==> src/rtl/buf_capture_timer.sv <==
module buf_capture_timer #(
  parameter int NCH = 4,
  parameter int CW  = 16,
  parameter int PW  = 7,
  parameter int MPW = 4,
  parameter int DLW = 4,
  parameter int AW  = 5
)(
  input  logic           clk,
  input  logic           rst_n,
  input  logic           wr_en,
  input  logic [AW-1:0]  addr,
  input  logic [CW-1:0]  wdata,
  output logic [CW-1:0]  rdata,
  input  logic [NCH-1:0] cap_in,
  output logic [NCH+1:0] flags,
  output logic           irq
);
  localparam int NF = NCH + 2;
  localparam logic [AW-1:0] A_CTRL  = AW'(0);
  localparam logic [AW-1:0] A_MPRE  = AW'(1);
  localparam logic [AW-1:0] A_MLOAD = AW'(2);
  localparam logic [AW-1:0] A_EDGE  = AW'(3);
  localparam logic [AW-1:0] A_DLY   = AW'(4);
  localparam logic [AW-1:0] A_FLAG  = AW'(5);
  localparam logic [AW-1:0] A_IEN   = AW'(6);
  localparam logic [AW-1:0] A_CNT   = AW'(7);
  localparam logic [AW-1:0] A_MCNT  = AW'(8);
  localparam logic [AW-1:0] A_CAP   = AW'(16);
  localparam logic [AW-1:0] A_HOLD  = AW'(24);

  logic               run, mrun;
  logic [PW-1:0]      pre, pcnt;
  logic [MPW-1:0]     mpre, mpcnt;
  logic [CW-1:0]      cnt, mload, mcnt;
  logic [2*NCH-1:0]   edge_sel;
  logic [DLW*NCH-1:0] dly;
  logic [NF-1:0]      ien;
  logic [NCH-1:0]     hit;
  logic [NCH*CW-1:0]  cap_all, hold_all;

  wire tick   = run && pcnt == pre;
  wire mtick  = mrun && mpcnt == mpre;
  wire wr_cnt = wr_en && addr == A_CNT;
  wire wr_ml  = wr_en && addr == A_MLOAD;
  wire wrap   = tick && !wr_cnt && (&cnt);
  wire reload = mtick && !wr_ml && mcnt == '0;

  wire [NF-1:0] set_v = {reload, wrap, hit};
  wire [NF-1:0] clr_v = (wr_en && addr == A_FLAG) ? wdata[NF-1:0] : '0;

  assign irq = |(flags & ien);

  always_ff @(posedge clk or negedge rst_n) begin
    if (!rst_n) begin
      run <= 1'b0; mrun <= 1'b0; pre <= '0; pcnt <= '0;
      mpre <= '0; mpcnt <= '0; cnt <= '0; mload <= '0; mcnt <= '0;
      edge_sel <= '0; dly <= '0; ien <= '0;
    end else begin
      if (wr_en) begin
        case (addr)
          A_CTRL: begin
            run  <= wdata[0];
            mrun <= wdata[1];
            pre  <= wdata[8 +: PW];
          end
          A_MPRE:  mpre     <= wdata[MPW-1:0];
          A_EDGE:  edge_sel <= wdata[2*NCH-1:0];
          A_DLY:   dly      <= wdata[DLW*NCH-1:0];
          A_IEN:   ien      <= wdata[NF-1:0];
          default: ;
        endcase
      end
      if (wr_cnt) begin
        cnt  <= wdata;
        pcnt <= '0;
      end else if (run) begin
        pcnt <= tick ? '0 : pcnt + 1'b1;
        if (tick) cnt <= cnt + 1'b1;
      end
      if (wr_ml) begin
        mload <= wdata;
        mcnt  <= wdata;
        mpcnt <= '0;
      end else if (mrun) begin
        mpcnt <= mtick ? '0 : mpcnt + 1'b1;
        if (mtick) mcnt <= (mcnt == '0) ? mload : mcnt - 1'b1;
      end
    end
  end

  always_ff @(posedge clk or negedge rst_n) begin
    if (!rst_n) flags <= '0;
    else        flags <= (flags & ~clr_v) | set_v;
  end

  for (genvar i = 0; i < NCH; i++) begin : g_ch
    logic [1:0]     sy;
    logic           lvl;
    logic [DLW-1:0] dc;
    logic [CW-1:0]  cap_r, hold_r;
    wire  [DLW-1:0] lim  = dly[i*DLW +: DLW];
    wire  [1:0]     es   = edge_sel[2*i +: 2];
    wire            flip = (sy[1] != lvl) && (dc >= lim);

    assign hit[i] = flip && (sy[1] ? es[0] : es[1]);
    assign cap_all[i*CW +: CW]  = cap_r;
    assign hold_all[i*CW +: CW] = hold_r;

    always_ff @(posedge clk or negedge rst_n) begin
      if (!rst_n) begin
        sy <= '0; lvl <= 1'b0; dc <= '0; cap_r <= '0; hold_r <= '0;
      end else begin
        sy <= {sy[0], cap_in[i]};
        if (sy[1] == lvl || flip) dc <= '0;
        else                      dc <= dc + 1'b1;
        if (flip)   lvl    <= sy[1];
        if (hit[i]) cap_r  <= cnt;
        if (reload) hold_r <= cap_r;
      end
    end
  end

  always_comb begin
    rdata = '0;
    case (addr)
      A_CTRL: begin
        rdata[0]      = run;
        rdata[1]      = mrun;
        rdata[8 +: PW] = pre;
      end
      A_MPRE:  rdata[MPW-1:0]     = mpre;
      A_MLOAD: rdata              = mload;
      A_EDGE:  rdata[2*NCH-1:0]   = edge_sel;
      A_DLY:   rdata[DLW*NCH-1:0] = dly;
      A_FLAG:  rdata[NF-1:0]      = flags;
      A_IEN:   rdata[NF-1:0]      = ien;
      A_CNT:   rdata              = cnt;
      A_MCNT:  rdata              = mcnt;
      default: begin
        for (int i = 0; i < NCH; i++) begin
          if (addr == A_CAP + AW'(i))  rdata = cap_all[i*CW +: CW];
          if (addr == A_HOLD + AW'(i)) rdata = hold_all[i*CW +: CW];
        end
      end
    endcase
  end
endmodule

==> config.mk <==
export PLATFORM = sky130hd
export DESIGN_NAME = buf_capture_timer
export DESIGN_NICKNAME = d
export VERILOG_FILES = /design/src/rtl/buf_capture_timer.sv
export SDC_FILE = /design/constraint.sdc
export NUM_CORES = 1
export LEC_CHECK = 0
export BUFFER_PORTS_ARGS = -buffer_cell sky130_fd_sc_hd__clkbuf_2
export CORE_MARGIN = 4
export CORE_UTILIZATION = 35
export CTS_BUF_LIST = sky130_fd_sc_hd__clkbuf_8 sky130_fd_sc_hd__clkbuf_16
export DETAILED_ROUTE_END_ITERATION = 10
export PLACE_DENSITY_LB_ADDON = 0.25
export SYNTH_ARGS = -nofsm -noshare
export SYNTH_HDL_FRONTEND = slang
export SYNTH_SLANG_ARGS = --single-unit
==> constraint.sdc <==
create_clock -name clk -period 3 [get_ports clk]
set_input_delay 0.3 -clock clk [delete_from_list [all_inputs] [get_ports clk]]
set_output_delay 0.3 -clock clk [all_outputs]
set_load 0.01 [all_outputs]
==> results.json, run 1 <==
{
  "drive_gt1_share_pct": 25.7,
  "hp-start": "wdata[15]",
  "layout.nets": 1411,
  "cp_num_buf_inv": 2,
  "finalSetupViolations": 0,
  "ant_nets": 0,
  "synth-warning-count": 0,
  "power.total_mw": 12.4,
  "gp_congestion": 0.921,
  "crit_top_cell": "clkbuf_2",
  "overflow": 0,
  "die-area_mm2": 0.0428,
  "fillers": 3774,
  "drv_cap": 0,
  "groute.usage.overall_pct": 19.3,
  "die_w_um": 207,
  "cts_buffer_depth": 3,
  "cts_tree": "done",
  "viasPerCell": 5.56,
  "root_buffer": "clkbuf_16",
  "clkTransAtPathRegs_ns": 0.06,
  "critPathSlowestCell": "nor3_1",
  "power.density_mw_per_mm2": 776,
  "rsz0062_at_grt": "no",
  "crit_chain": "clkbuf_2 -> nand2b_1 -> o21ai_0 -> a222oi_1 -> nor3_1 -> o211ai_1 -> clkbuf_2",
  "cp_num_cells": 7,
  "finalSetupTns_ns": 0,
  "hp-class": "in -> reg",
  "start_util_pct": 35.6,
  "synthDistinctLibCells": 67,
  "synthesis.nets": 1357,
  "grt_pass1_wl_um": 64000,
  "r2r_start": "mcnt[6]",
  "critPathArrivalTime_ns": 2.39,
  "numCtsBuffers": 31,
  "fin_hold_ws_ns": 0.0262,
  "critPathLaunch": "addr[3]",
  "fin_skew_ns": 0.0129,
  "rr_worst_depth": 6,
  "status": "finished, final reports clean",
  "synth_edf_count": 0,
  "core_region_area_mm2": 0.0389,
  "max_freq_ghz": 0.372,
  "endpoint_kind": "output pin",
  "antennaDiodeCount": 0,
  "timing.slew.headroom_pct": 42.0,
  "ios": 51,
  "synth_area_leaders": "dfrtp_1, mux2_2, o21ai_0",
  "wl_per_cell_um": 21.8,
  "netlist_area_mm2": 0.0139,
  "grt_pass1_vias": 10400,
  "period_needed_ns": 2.69,
  "critPathRequiredTime_ns": 2.70,
  "drt_iter0_drc": 967,
  "hpwl_um": 29400,
  "antenna_found_initial": 0,
  "hold_viol": 0,
  "final_common_cell": "dfrtp_1",
  "post-synth-top-area-cell": "dfrtp_1",
  "synth-async-reset-ratio_pct": 100,
  "final_cells": 1900,
  "maxSlewViolCount": 0,
  "placement.io_buffers": 50,
  "crit_family": "simple AND/OR/NAND/NOR gates",
  "synthToLayoutAreaGrowth_pct": 15.6,
  "p_leak_nw": 7.04,
  "dr_total_vias": 10600,
  "synth_top_area_share_pct": 47.7,
  "final_cell_mix": "dfrtp_1, mux2_2, nand2_1",
  "ctsHtreeMaxLevel": 1,
  "rrSetupSlack_ns": 0.43,
  "ctsResizeCount": 0,
  "worst_pin_slew_ns": 0.863,
  "drc": 0,
  "irDropWorstVdd_v": 0.000502,
  "r2r_end": "g_ch[2].hold_r[1]",
  "grt_max_degree": 73,
  "cp_max_fo": 14,
  "cts.sinks": 264,
  "cts_setup_buffers": 0,
  "finalWirelength_um": 41500,
  "ys_ff_latch": 264,
  "crit_end": "rdata[4]",
  "synth_ff_type": "dfrtp_1",
  "die_h_um": 207,
  "criticalPathCategory": "in -> out",
  "num_rows": 72,
  "clock_latency_ns": 0.56,
  "start_kind": "input port",
  "finalCritPeriodShare_pct": 89.6,
  "yosysSeqAreaShare_pct": 47.7,
  "firstDrtPassIters": 9,
  "dpl.cell_count": 1838,
  "syn_inst": 1304,
  "slowest_delay_ns": 0.46,
  "syn_area_per_cell_um2": 10.6
}
[Yosys cell counts (4+ instances only)]
| cell | number |
|---|---|
| nand4_1 | 10 |
| nor2_1 | 63 |
| o21ai_0 | 89 |
| nand2_1 | 114 |
| nand3_1 | 37 |
| mux2_1 | 4 |
| clkbuf_1 | 62 |
| nor2b_1 | 9 |
| and3b_1 | 9 |
| o21a_1 | 7 |
| and3_1 | 9 |
| buf_1 | 4 |
| mux2_2 | 176 |
| nor4_1 | 15 |
| ha_1 | 25 |
| buf_2 | 12 |
| nor3b_1 | 15 |
| xor2_1 | 19 |
| a22o_1 | 4 |
| o221ai_1 | 8 |
| a21oi_1 | 35 |
| o31ai_1 | 6 |
| o22ai_1 | 5 |
| buf_6 | 8 |
| nor3_1 | 20 |
| o211ai_1 | 21 |
| inv_1 | 38 |
| a211o_1 | 4 |
| mux2i_1 | 9 |
| a21o_1 | 7 |
| xnor2_1 | 28 |
| a222oi_1 | 16 |
| dfrtp_1 | 264 |
| a22oi_1 | 39 |
| a31oi_1 | 7 |
| or3_1 | 10 |
| nand2b_1 | 24 |
| nand3b_1 | 21 |
[kinds of logic (layout without fill, tap and decap cells)]
group,after synthesis,in the layout,synth area share (%)
AOI/OAI and AO/OA,271,271,13.0
xor gates and xnor gates,47,47,2.97
DFF,264,264,47.7
buffers and inverters,126,204,4.01
adders and majority gates,25,25,2.26
muxes,189,189,15.3
and+or+nand+nor,382,382,14.8
[routing by layer]
layer	share of wire [%]	vias up	routed length [um]	track usage, %
met5	0	-	0	0
met4	2.9	0	1200	5.78
met2	45	352	18700	30.2
met3	6.2	76	2590	2.87
met1	46	5285	19000	27.8
li1	-	4860	-	-
[cell type report]
| class | instances | area, um2 | share of cell area (%) |
|---|---|---|---|
| clock buffer | 33 | 803 | 5.01 |
| tap | 518 | 648 | 4.05 |
| inverter | 38 | 143 | 0.890 |
| sequential | 264 | 6610 | 41.2 |
| timing repair buffer | 109 | 766 | 4.78 |
| multi-input combinational | 914 | 6710 | 41.9 |
| clock inverter | 24 | 342 | 2.13 |
[what timing repair did]
action | 4_1_cts | 5_1_grt
endpoints found under the setup margin | 0 | 0
hold buffers | 5 | 0
endpoints found under the hold margin | 64 | 0
[worst register-to-register path: stages (launching register included)]
cell and delay, ns:
dfrtp_1 0.47, or3_1 0.57, nor4_4 0.36, nand2_1 0.14
nor2_4 0.13, buf_12 0.35, mux2_2 0.44
[sequential cells by signal (all words and copies together), names as in the netlist, 6 cells and up]
name,cells
g_ch.dc,16
ien,6
edge_sel,8
cnt,16
g_ch.cap_r,64
g_ch.sy,8
g_ch.hold_r,64
dly,16
flags,6
mload,16
pcnt,7
pre,7
mcnt,16
[where the power goes]
part           switching [mW]  internal [mW]  total [mW]
clock                    1.56           2.62        4.18
sequential               1.13           4.45        5.58
combinational            1.33           1.35        2.68
[stage by stage]
step / utilization, % / setup WS, ns / cell area [um2]
floorplan: - / 0.696 / 13900
global placement: 38.1 / 0.391 / 14800
detailed placement: 38.1 / 0.367 / 14800
CTS: 41.2 / 0.363 / 16000
global route: 41.2 / 0.165 / 16000
finish: 41.2 / 0.311 / 16000
[how the worst min path moves through the flow]
| stage | end | slack (ns) | depth (start not counted) |
|---|---|---|---|
| final | mload[15] | 0.03 | 3 |
| after global routing | cnt[15] | 0.03 | 3 |
| after CTS | mload[6] | 0.009 | 3 |
| after detailed placement | g_ch[0].cap_r[14] | 0.29 | 1 |
| after global placement | g_ch[0].cap_r[14] | 0.29 | 1 |
| after floorplan | cnt[0] | 0.004 | 0 |
Power figures use the tool's default switching activity.
==> run 2: changes to the inputs <==
--- a/config.mk
+++ b/config.mk
@@ -5,6 +5,7 @@
 export SDC_FILE = /design/constraint.sdc
 export NUM_CORES = 1
 export LEC_CHECK = 0
+export ABC_AREA = 1
 export BUFFER_PORTS_ARGS = -buffer_cell sky130_fd_sc_hd__clkbuf_2
 export CORE_MARGIN = 4
 export CORE_UTILIZATION = 35
==> run 2 against run 1 <==
Compared with the run above: global-route usage is 1.9 points higher; combinational power is 12% higher; fmax is 2.3% higher; wire length is 8.5% higher; largest cell class is now sequential cells; critical path type unchanged; cell count is 27% higher; count of clock-buffer cells in the layout is 1 higher; worst setup slack better by 0.060 ns; synthesized area hardly changed; largest power group unchanged; register-to-register slack better by 0.31 ns; hold slack worse by 0.0023 ns; critical endpoint is now rdata[0].
==> results.json, run 2 <==
{
  "status": "finished, final reports clean",
  "groute.usage.overall_pct": 21.2,
  "viasPerCell": 5.12,
  "syn_inst": 1825,
  "worst_pin_slew_ns": 0.769,
  "synth-warning-count": 0,
  "finalCritPeriodShare_pct": 87.6,
  "synth_edf_count": 0,
  "crit_family": "simple AND/OR/NAND/NOR gates",
  "timing.slew.headroom_pct": 48.8,
  "cp_max_fo": 20,
  "fin_skew_ns": 0.0112,
  "cp_num_buf_inv": 3,
  "finalSetupViolations": 0,
  "numCtsBuffers": 30,
  "clkTransAtPathRegs_ns": 0.06,
  "critPathRequiredTime_ns": 2.70,
  "rsz0062_at_grt": "no",
  "finalWirelength_um": 45000,
  "synth.most_common_cell": "nand2_1",
  "final_cell_mix": "nand2_1, dfrtp_1, inv_1",
  "period_needed_ns": 2.63,
  "start_kind": "input port",
  "final_cells": 2407,
  "cts.sinks": 264,
  "layout.nets": 1920,
  "post-synth-top-area-cell": "dfrtp_1",
  "die-area_mm2": 0.0428,
  "critPathLaunch": "addr[0]",
  "grt_pass1_wl_um": 70200,
  "num_rows": 72,
  "power.density_mw_per_mm2": 759,
  "largest_registers": "g_ch.cap_r: 64 flops, g_ch.hold_r: 64 flops",
  "slowest_delay_ns": 0.51,
  "synth_area_leaders": "dfrtp_1, nand2_1, nand3_1",
  "firstDrtPassIters": 5,
  "hp-class": "in -> reg",
  "power.total_mw": 12.0,
  "gp_congestion": 0.924,
  "hold_viol": 0,
  "syn_area_per_cell_um2": 7.59,
  "cts_tree": "done",
  "root_buffer": "clkbuf_16",
  "hp-start": "wdata[8]",
  "dpl.cell_count": 2348,
  "antennaDiodeCount": 0,
  "synth_ff_type": "dfrtp_1",
  "overflow": 0,
  "netlist_top_cells_count": "nand2_1, dfrtp_1, inv_1, nand3_1, o21ai_0",
  "clock_latency_ns": 0.57,
  "fin_area_mm2": 0.0158,
  "ctsHtreeMaxLevel": 1,
  "critPathArrivalTime_ns": 2.33,
  "ys_ff_latch": 264,
  "endpoint_kind": "output pin",
  "r2r_start": "mcnt[0]",
  "dr_total_vias": 12300,
  "yosysSeqAreaShare_pct": 47.7,
  "wl_per_cell_um": 18.7,
  "crit_chain": "clkbuf_2 -> nor2_2 -> buf_4 -> nand3_1 -> o211ai_1 -> nor2_1 -> nand4_1 -> clkbuf_2",
  "synth_top_area_share_pct": 47.7,
  "criticalPathCategory": "in -> out",
  "synthDistinctLibCells": 37,
  "grt_pass1_vias": 11800,
  "drc": 0,
  "drive_gt1_share_pct": 9.48,
  "cts_buffer_depth": 3,
  "synthesis.nets": 1878,
  "max_freq_ghz": 0.380,
  "start_util_pct": 35.6,
  "core_region_area_mm2": 0.0389,
  "die_w_um": 207,
  "p_leak_nw": 7.81,
  "hpwl_um": 31600,
  "final_common_cell": "nand2_1",
  "irDropWorstVdd_v": 0.000487,
  "finalSetupTns_ns": 0,
  "maxSlewViolCount": 0,
  "placement.io_buffers": 50,
  "critPathSlowestCell": "nand3_1",
  "synth-async-reset-ratio_pct": 100,
  "drv_cap": 0,
  "drt_iter0_drc": 1244,
  "cts_setup_buffers": 0,
  "ios": 51,
  "grt_max_degree": 83,
  "crit_top_cell": "clkbuf_2",
  "ant_nets": 0,
  "antenna_found_initial": 0,
  "netlist_area_mm2": 0.0138,
  "placed_area_mm2": 0.0147,
  "die_h_um": 207,
  "synthToLayoutAreaGrowth_pct": 14.0
}
run 2: cell families (layout without fill, tap and decap cells):
| family | after synthesis | in the layout | synth area share, % |
|---|---|---|---|
| and+or+nand+nor | 1011 | 1011 | 31.2 |
| buffers and inverters | 265 | 329 | 7.77 |
| DFF | 264 | 264 | 47.7 |
| AOI/OAI and AO/OA | 236 | 236 | 9.51 |
| adders and majority gates | 25 | 25 | 2.26 |
| xor gates and xnor gates | 24 | 24 | 1.52 |
run 2: area by class of cell:
| type | instances | area, um2 |
|---|---|---|
| Multi-Input combinational cell | 1296 | 6170 |
| Clock inverter | 20 | 221 |
| Sequential cell | 264 | 6610 |
| Inverter | 188 | 706 |
| Clock buffer | 34 | 817 |
| Tap cell | 518 | 648 |
| Fill cell | 4067 | 23100 |
| Timing Repair Buffer | 87 | 613 |
run 2: what timing repair did:
action,4_1_cts,5_1_grt
hold buffers,5,0
resized for setup,0,0
hold endpoints to repair,82,0
run 2: per-layer routing:
layer | global-route usage [%] | part of all wire, %
met5 | 0 | 0
met4 | 8.59 | 4.6
met3 | 4.06 | 7.3
met2 | 31.9 | 43
met1 | 30.2 | 45
run 2: power by group:
| part | internal (mW) | total [mW] | switching (mW) |
|---|---|---|---|
| sequential | 4.32 | 5.10 | 0.779 |
| clock | 2.29 | 3.87 | 1.58 |
| combinational | 0.980 | 3.00 | 2.02 |
run 2: worst reg2reg max path, stage by stage (launching register included):
cell and delay (ns):
dfrtp_1 0.41, inv_1 0.22, ha_1 0.23, nand2_1 0.09, nor4_4 0.33, buf_4 0.61, nand3_1 0.21, nand2_1 0.11
run 2: worst paths after layout:
path,endpoint,slack [ns],depth (start not counted)
worst max-delay path,rdata[0],0.37,8
worst min-delay path,mload[8],0.02,3
worst max register to register,g_ch[2].hold_r[9],0.74,7
worst min register to register,g_ch[2].sy[1],0.35,0
max in group asynchronous,flags[4],1.75,3
min in group asynchronous,mpcnt[0],0.30,2
run 2: per-stage QoR:
| stage | worst slack (ns) | hold slack [ns] | utilization, % |
|---|---|---|---|
| after floorplan | 1.21 | 0.00441 | - |
| after global placement | 0.427 | 0.335 | 37.8 |
| after detailed placement | 0.440 | 0.335 | 37.8 |
| after CTS | 0.438 | 0.0106 | 40.6 |
| after global routing | 0.279 | 0.0283 | 40.6 |
| final | 0.371 | 0.0239 | 40.6 |
